===== src/rtl/sysreg_pkg.sv =====
package sysreg_pkg;

  localparam logic [11:0] OFF_GEN0  = 12'h000;
  localparam logic [11:0] OFF_GEN1  = 12'h004;
  localparam logic [11:0] OFF_DLL   = 12'h008;
  localparam logic [11:0] OFF_IDA   = 12'h00C;
  localparam logic [11:0] OFF_IDB   = 12'h010;
  localparam logic [11:0] OFF_RTN   = 12'h0A0;
  localparam logic [11:0] OFF_OUT   = 12'h0A4;
  localparam logic [11:0] OFF_CTRL  = 12'h0A8;
  localparam logic [11:0] OFF_STAT  = 12'h0AC;

  localparam logic [31:0] CTRL_KEEP_MASK = 32'h43F0_0FFF;
  localparam logic [31:0] CTRL_RESET     = 32'h0010_0000;
  localparam logic [5:0]  FN_OSC         = 6'd1;

  typedef struct packed {
    logic gen0;
    logic gen1;
    logic dll;
    logic ida;
    logic idb;
    logic rtn;
    logic outd;
    logic ctrl;
    logic stat;
  } reg_hit_t;

  // Reset frequency of oscillator idx
  function automatic logic [31:0] osc_reset(input int idx);
    case (idx)
      0:       return 32'd50_000_000;
      1:       return 32'd24_576_000;
      2:       return 32'd25_000_000;
      default: return 32'd0;
    endcase
  endfunction

  function automatic logic chan_legal(input logic [5:0] fn,
                                      input logic [11:0] dev,
                                      input int num_osc);
    return (fn == FN_OSC) && (int'(dev) < num_osc);
  endfunction

  function automatic logic [31:0] ctrl_clean(input logic [31:0] w);
    return w & CTRL_KEEP_MASK;
  endfunction

  function automatic logic dll_all_locked(input logic [7:0] lock,
                                          input logic [7:0] mask);
    return &(lock | ~mask);
  endfunction

endpackage


===== src/rtl/sysreg_decode.sv =====
module sysreg_decode
  import sysreg_pkg::*;
#(
  parameter int ADDR_W = 12
) (
  input  logic [ADDR_W-1:0] addr,
  output reg_hit_t          hit
);
  localparam int PAD = 12 - ADDR_W;
  logic [11:0] a;

  generate
    if (ADDR_W >= 12) begin : g_trunc
      assign a = addr[11:0];
    end else begin : g_pad
      assign a = {{PAD{1'b0}}, addr};
    end
  endgenerate

  always_comb begin
    hit      = '0;
    hit.gen0 = (a == OFF_GEN0);
    hit.gen1 = (a == OFF_GEN1);
    hit.dll  = (a == OFF_DLL);
    hit.ida  = (a == OFF_IDA);
    hit.idb  = (a == OFF_IDB);
    hit.rtn  = (a == OFF_RTN);
    hit.outd = (a == OFF_OUT);
    hit.ctrl = (a == OFF_CTRL);
    hit.stat = (a == OFF_STAT);
  end
endmodule


===== src/rtl/sysreg_dll.sv =====
module sysreg_dll
  import sysreg_pkg::*;
#(
  parameter int NUM_DLL = 8
) (
  input  logic               clk,
  input  logic               rst_n,
  input  logic               mask_wr,
  input  logic [NUM_DLL-1:0] mask_wdata,
  input  logic [NUM_DLL-1:0] lock_in,
  output logic [NUM_DLL-1:0] mask_q,
  output logic               all_locked
);
  always_ff @(posedge clk) begin
    if (!rst_n)       mask_q <= '1;
    else if (mask_wr) mask_q <= mask_wdata;
  end

  assign all_locked = dll_all_locked(lock_in, mask_q);
endmodule


===== src/rtl/sysreg_chan.sv =====
module sysreg_chan
  import sysreg_pkg::*;
#(
  parameter int NUM_OSC = 3
) (
  input  logic        clk,
  input  logic        rst_n,
  input  logic        ctrl_wr,
  input  logic        out_wr,
  input  logic [31:0] wdata,
  output logic [31:0] ctrl_q,
  output logic [1:0]  stat_q,
  output logic [31:0] rtn_q,
  output logic [31:0] out_q,
  output logic        ev_start,
  output logic        ev_illegal,
  output logic        ev_osc_upd,
  output logic        ev_rtn_upd
);
  logic [11:0] req_dev;
  logic [5:0]  req_fn;
  logic        req_we;
  logic        req_ok;
  logic [31:0] osc_q [NUM_OSC];
  logic [31:0] osc_sel;

  assign req_dev    = wdata[11:0];
  assign req_fn     = wdata[25:20];
  assign req_we     = wdata[30];
  assign ev_start   = ctrl_wr & wdata[31];
  assign req_ok     = chan_legal(req_fn, req_dev, NUM_OSC);
  assign ev_illegal = ev_start & ~req_ok;
  assign ev_osc_upd = ev_start & req_ok & req_we;
  assign ev_rtn_upd = ev_start & req_ok & ~req_we;

  genvar g;
  generate
    for (g = 0; g < NUM_OSC; g++) begin : g_osc
      always_ff @(posedge clk) begin
        if (!rst_n)
          osc_q[g] <= osc_reset(g);
        else if (ev_osc_upd && req_dev == 12'(g))
          osc_q[g] <= out_q;
      end
    end
  endgenerate

  always_comb begin
    osc_sel = '0;
    for (int i = 0; i < NUM_OSC; i++)
      if (req_dev == 12'(i)) osc_sel = osc_q[i];
  end

  always_ff @(posedge clk) begin
    if (!rst_n) begin
      ctrl_q <= CTRL_RESET;
      stat_q <= '0;
      rtn_q  <= '0;
      out_q  <= '0;
    end else begin
      if (out_wr) out_q <= wdata;
      if (ctrl_wr) begin
        ctrl_q <= ctrl_clean(wdata);
        stat_q <= ev_start ? {~req_ok, 1'b1} : 2'b00;
      end
      if (ev_rtn_upd) rtn_q <= osc_sel;
    end
  end
endmodule


===== src/rtl/sysreg_ctrl.sv =====
module sysreg_ctrl
  import sysreg_pkg::*;
#(
  parameter int          ADDR_W   = 12,
  parameter int          NUM_OSC  = 3,
  parameter int          NUM_DLL  = 8,
  parameter int          NUM_LED  = 8,
  parameter logic [31:0] ID_A_VAL = 32'h0000_5A01,
  parameter logic [31:0] ID_B_VAL = 32'h4100_0C21
) (
  input  logic               clk,
  input  logic               rst_n,
  input  logic               bus_sel,
  input  logic               bus_wr,
  input  logic [ADDR_W-1:0]  bus_addr,
  input  logic [31:0]        bus_wdata,
  output logic [31:0]        bus_rdata,
  input  logic [NUM_DLL-1:0] dll_lock_in,
  output logic [NUM_LED-1:0] led
);
  localparam int DLL_MSB = 24 + NUM_DLL - 1;

  reg_hit_t           hit;
  logic               wr_en, rd_en;
  logic               gen0_wr, gen1_wr, dll_wr, ctrl_wr, out_wr;
  logic [31:0]        gen0_q, gen1_q;
  logic [31:0]        ctrl_q, rtn_q, out_q;
  logic [1:0]         stat_q;
  logic [NUM_DLL-1:0] dll_mask_q;
  logic               dll_all;
  logic [31:0]        dll_word;
  logic               ev_start, ev_illegal, ev_osc_upd, ev_rtn_upd;

  sysreg_decode #(.ADDR_W(ADDR_W)) u_dec (.addr(bus_addr), .hit(hit));

  assign wr_en   = bus_sel & bus_wr;
  assign rd_en   = bus_sel & ~bus_wr;
  assign gen0_wr = wr_en & hit.gen0;
  assign gen1_wr = wr_en & hit.gen1;
  assign dll_wr  = wr_en & hit.dll;
  assign ctrl_wr = wr_en & hit.ctrl;
  assign out_wr  = wr_en & hit.outd;

  always_ff @(posedge clk) begin
    if (!rst_n) begin
      gen0_q <= '0;
      gen1_q <= '0;
    end else begin
      if (gen0_wr) gen0_q <= bus_wdata;
      if (gen1_wr) gen1_q <= bus_wdata;
    end
  end

  assign led = gen1_q[NUM_LED-1:0];

  sysreg_dll #(.NUM_DLL(NUM_DLL)) u_dll (
    .clk(clk), .rst_n(rst_n), .mask_wr(dll_wr),
    .mask_wdata(bus_wdata[DLL_MSB:24]), .lock_in(dll_lock_in),
    .mask_q(dll_mask_q), .all_locked(dll_all)
  );

  always_comb begin
    dll_word              = '0;
    dll_word[DLL_MSB:24]  = dll_mask_q;
    dll_word[16+NUM_DLL-1:16] = dll_lock_in;
    dll_word[0]           = dll_all;
  end

  sysreg_chan #(.NUM_OSC(NUM_OSC)) u_chan (
    .clk(clk), .rst_n(rst_n), .ctrl_wr(ctrl_wr), .out_wr(out_wr),
    .wdata(bus_wdata), .ctrl_q(ctrl_q), .stat_q(stat_q), .rtn_q(rtn_q),
    .out_q(out_q), .ev_start(ev_start), .ev_illegal(ev_illegal),
    .ev_osc_upd(ev_osc_upd), .ev_rtn_upd(ev_rtn_upd)
  );

  always_comb begin
    bus_rdata = '0;
    if (rd_en) begin
      unique case (1'b1)
        hit.gen0: bus_rdata = gen0_q;
        hit.gen1: bus_rdata = gen1_q;
        hit.dll:  bus_rdata = dll_word;
        hit.ida:  bus_rdata = ID_A_VAL;
        hit.idb:  bus_rdata = ID_B_VAL;
        hit.rtn:  bus_rdata = rtn_q;
        hit.outd: bus_rdata = out_q;
        hit.ctrl: bus_rdata = ctrl_q;
        hit.stat: bus_rdata = {30'd0, stat_q};
        default:  bus_rdata = '0;
      endcase
    end
  end
endmodule


===== config.mk =====
export PLATFORM = sky130hd
export DESIGN_NAME = sysreg_ctrl
export DESIGN_NICKNAME = d
export VERILOG_FILES = /design/src/rtl/sysreg_pkg.sv /design/src/rtl/sysreg_decode.sv /design/src/rtl/sysreg_dll.sv /design/src/rtl/sysreg_chan.sv /design/src/rtl/sysreg_ctrl.sv
export SDC_FILE = /design/constraint.sdc
export NUM_CORES = 1
export LEC_CHECK = 0
export BUFFER_PORTS_ARGS = -buffer_cell sky130_fd_sc_hd__buf_2
export CAP_MARGIN = 10
export CELL_PAD_IN_SITES_DETAIL_PLACEMENT = 0
export CELL_PAD_IN_SITES_GLOBAL_PLACEMENT = 1
export CORE_MARGIN = 5
export CORE_UTILIZATION = 40
export CTS_CLUSTER_DIAMETER = 50
export DETAILED_ROUTE_END_ITERATION = 12
export MAX_ROUTING_LAYER = met4
export PLACE_DENSITY = 0.82
export RECOVER_POWER = 25
export SLEW_MARGIN = 20
export SYNTH_ARGS = -nofsm -noshare
export SYNTH_HDL_FRONTEND = slang
export SYNTH_SLANG_ARGS = --single-unit
export TNS_END_PERCENT = 20

===== constraint.sdc =====
create_clock -name clk -period 5.9 [get_ports clk]
set_input_delay 0.885 -clock clk [delete_from_list [all_inputs] [get_ports clk]]
set_output_delay 0.885 -clock clk [all_outputs]
set_load 0.01 [all_outputs]

==> Flow_metrics.wiki <==
{| class="wikitable"
! Metric !! Value
|-
| Unrepaired setup endpoints after global routing || false
|-
| WP data arrival || 5.10 ns
|-
| Share of synthesized cell area in full adder, half adder and majority cells || 0%
|-
| Number of max-slew violations in the final report || 15
|-
| Total number of nets in the final design || 1369
|-
| Largest net degree at the start of global routing || 117
|-
| DIE AREA || 32600 µm²
|-
| Worst-case headroom to the max-slew limit || -81.3%
|-
| Origin of the worst min-delay path || gen0_q[22]
|-
| Routed length per placed instance || roughly 21 µm
|-
| Antenna-violating nets left || 0
|-
| Power, Total || 3.83 mW
|-
| Most common flop cell mapped by yosys || sky130_fd_sc_hd__dfxtp_1
|-
| Yosys warning total || 0
|-
| Count of cells along the worst register-to-register path || 4
|-
| Std-Cell Core Area || 28700 µm²
|-
| Register-to-Register Setup Slack || 4.70 ns
|-
| Endpoint kind of the worst setup timing path || flip-flop
|-
| Leak pwr || 4.43 nW
|-
| Gate count of the mapped netlist || 1277
|-
| Final routed wirelength across all metal layers || between 30000 and 40000 µm
|-
| GRT Resource Usage Total || a little over a fifth
|-
| Share of the yosys chip area belonging to registers || 51.8%
|-
| Remaining DRCs || 0
|-
| Count of final setup violators || 0
|-
| Hold crit path type || reg -> reg
|-
| Required time reported for the critical path endpoint || 6.12 ns
|-
| Max H-tree Level || 1
|-
| Hold-fix buffers at CTS || 0
|-
| Largest cells by area after synthesis || sky130_fd_sc_hd__dfxtp_1, sky130_fd_sc_hd__edfxtp_1, sky130_fd_sc_hd__nand2_1, sky130_fd_sc_hd__a21boi_0, sky130_fd_sc_hd__mux2i_1
|-
| Post-CTS setup repair buffer count || 0
|-
| Clock sink total || about 250
|-
| Commonest cells in the netlist || sky130_fd_sc_hd__nand2_1, sky130_fd_sc_hd__dfxtp_1, sky130_fd_sc_hd__a21boi_0
|-
| Number of gates resized after cts || 0
|-
| Critical R2R Capture || u_chan.rtn_q[28]
|-
| Xor/xnor cell area share of the yosys netlist || 0%
|-
| TritonCTS clock tree || done
|-
| Max-cap violations || 1
|-
| Measured slew at the worst slew-check pin || 2.69 ns
|-
| Period minus WS final || around 4.9 ns
|-
| Cells on Worst Hold Path || 2
|-
| Leading cell type by number of instances after synthesis || sky130_fd_sc_hd__nand2_1
|-
| Vias per cell || 5.70
|-
| Initial cell density of the core || 40.5%
|-
| Violated checks || max-capacitance violations, max-slew violations
|-
| Global-route wire length before repair || around 56000 µm
|-
| EDFF count, synth || 96
|-
| Cell type with the largest total area after synthesis || sky130_fd_sc_hd__dfxtp_1
|-
| Fillers || around 2800
|-
| Total number of vias || 9821
|-
| I/O pin cnt || 96
|-
| Violation count after the first detailed-routing iteration || around 970
|-
| Endpoint of the worst hold path || gen0_q[22]
|-
| Mean instance size in the synthesized netlist || 9.10 µm²
|-
| Cell area after synthesis || 11600 µm²
|-
| Clock skew || 0.00791 ns
|-
| DIE HEIGHT || 180 µm
|-
| TritonCTS buffer count || 30
|-
| First-pass iteration count of the detailed router || 7
|-
| Total negative slack || 0 ns
|-
| Ratio of cells with drive above 1 in the final layout || between 10% and 20%
|-
| Critical path fanouts, max || 22
|-
| Largest family of logic cells by synthesized area || simple AND/OR/NAND/NOR gates
|-
| Area fraction of the dominant cell type after synthesis || 27.0%
|-
| Post-synthesis mux area share || 3.55%
|-
| Via count of the first global-routing pass || 9676
|-
| Cell chosen for the clock root || sky130_fd_sc_hd__clkbuf_16
|-
| Outcome || finished, violations left
|-
| Number of nets produced by synthesis || 1333
|-
| Fraction of the cycle the final worst path needs || 82.8%
|-
| Layout overhead on the synthesized area || 14.2%
|-
| Async set-reset flop share out of synthesis || 0%
|-
| Number of hold-slack violations in the final timing report || 0
|-
| Source of the worst register-to-register timing path || u_chan.osc_q[0][28]
|-
| Total power per unit cell area || roughly 290 nW/µm²
|-
| Startpoint type of the worst setup path || input port
|-
| Quantity of I/O buffers inserted on ports || 95
|-
| Remaining global-route overflow || 0
|-
| Post-synthesis simple-gate area fraction || 20.9%
|-
| Die width || 180 µm
|-
| Start-to-end type of the worst setup path || in -> reg
|-
| Flop and latch count out of synthesis || between 200 and 300
|-
| Number of cell rows || 62
|-
| Clk Latency, worst-skew pair || 0.55 ns
|-
| Peak VDD IR || ~0.24 mV
|-
| Post-synthesis cell type count || 50
|-
| Post-synthesis compound-gate area fraction || about a fifth
|-
| Number of antenna violations at the first check in global routing || 1
|-
| Longest Clk Path Bufs || 3
|-
| Gp weighted congestion || 0.836
|-
| DP HPWL || approximately 24000 µm
|-
| Fmax achieved || 205 MHz
|-
| Clock Pin Slew Worst Setup and Hold Paths || ~0.060 ns
|}
-- report_power, final --
group	internal [mW]	total, mW	switching (mW)
sequential	1.84	1.84	0.00683
clock	1.09	1.84	0.750
combinational	0.0460	0.142	0.0961
-- worst max path at each step --
stage,start,endpoint,slack (ns),depth (start not counted)
4_1_cts,bus_addr[7],bus_rdata[17],1.25,7
5_1_grt,bus_addr[9],u_chan.osc_q[2][13],0.79,9
2_1_floorplan,bus_wdata[5],u_chan.osc_q[0][0],1.95,7
6_report,bus_addr[9],u_chan.osc_q[2][6],1.01,9
3_5_place_dp,bus_addr[7],bus_rdata[17],1.28,7
3_3_place_gp,bus_addr[7],bus_rdata[17],1.35,7
-- state kept, by name, indices dropped and copies added (netlist names) --
register	cells
gen1_q	32
u_dll.mask_q	8
u_chan.stat_q	2
u_chan.rtn_q	32
u_chan.ctrl_q	19
u_chan.osc_q	96
u_chan.out_q	32
gen0_q	32
-- worst max-delay path, cell delays in order --
cell and delay, ns:
sky130_fd_sc_hd__buf_2 0.10, sky130_fd_sc_hd__or4_1 0.66, sky130_fd_sc_hd__nor4_1 0.48, sky130_fd_sc_hd__clkbuf_1 1.02, sky130_fd_sc_hd__and4_1 0.42, sky130_fd_sc_hd__nand4_1 0.11
sky130_fd_sc_hd__clkbuf_1 0.45, sky130_fd_sc_hd__nand2_1 0.55, sky130_fd_sc_hd__buf_4 0.41
-- routing by layer --
metal	vias up	share of wire, %	GRT usage [%]
li1	4620	-	-
met1	4752	43	28.0
met2	375	48	36.1
met3	74	6.2	3.35
met4	0	3.0	6.56
met5	-	0	-
-- area by class of cell --
type                       count  area [µm²]  share of cell area [%]
sequential                   253        6030                    45.4
clock buffer                  39         836                    6.30
multi-input combinational    894        5070                    38.2
antenna                        2        5.00                  0.0377
inverter                      13        48.8                   0.368
tap                          384         480                    3.62
clock inverter                17         161                    1.22
timing repair buffer         121         643                    4.85
-- logic make-up after synthesis --
kind of cell,count (synthesis)
compound gates,325
buf+inv,130
flops,253
mux,41
simple gates,528
-- through the flow --
stage,util (%),area [µm²],hold slack (ns),setup slack [ns],cells
after floorplan,-,11600,0.440,1.95,1277
after global placement,43.0,12400,0.449,1.35,1665
after detailed placement,43.0,12400,0.459,1.28,1665
after CTS,46.5,13300,0.467,1.25,1721
after global routing,46.2,13300,0.480,0.787,1722
final,46.2,13300,0.465,1.01,1723
-- layout by cell type (no fill, tap or decap), drive strengths merged, types with 11 or more instances in the layout --
cell,count
a222oi,20
o211ai,32
nand2b,11
buf,106
and3,45
a22oi,25
nor2,82
nand2,273
clkbuf,54
and2,12
a21oi,38
inv,14
dfxtp,157
nand3,13
a21boi,116
mux2i,39
nor3,38
edfxtp,96
o21ai,73
(Power assumes the default switching activity.)
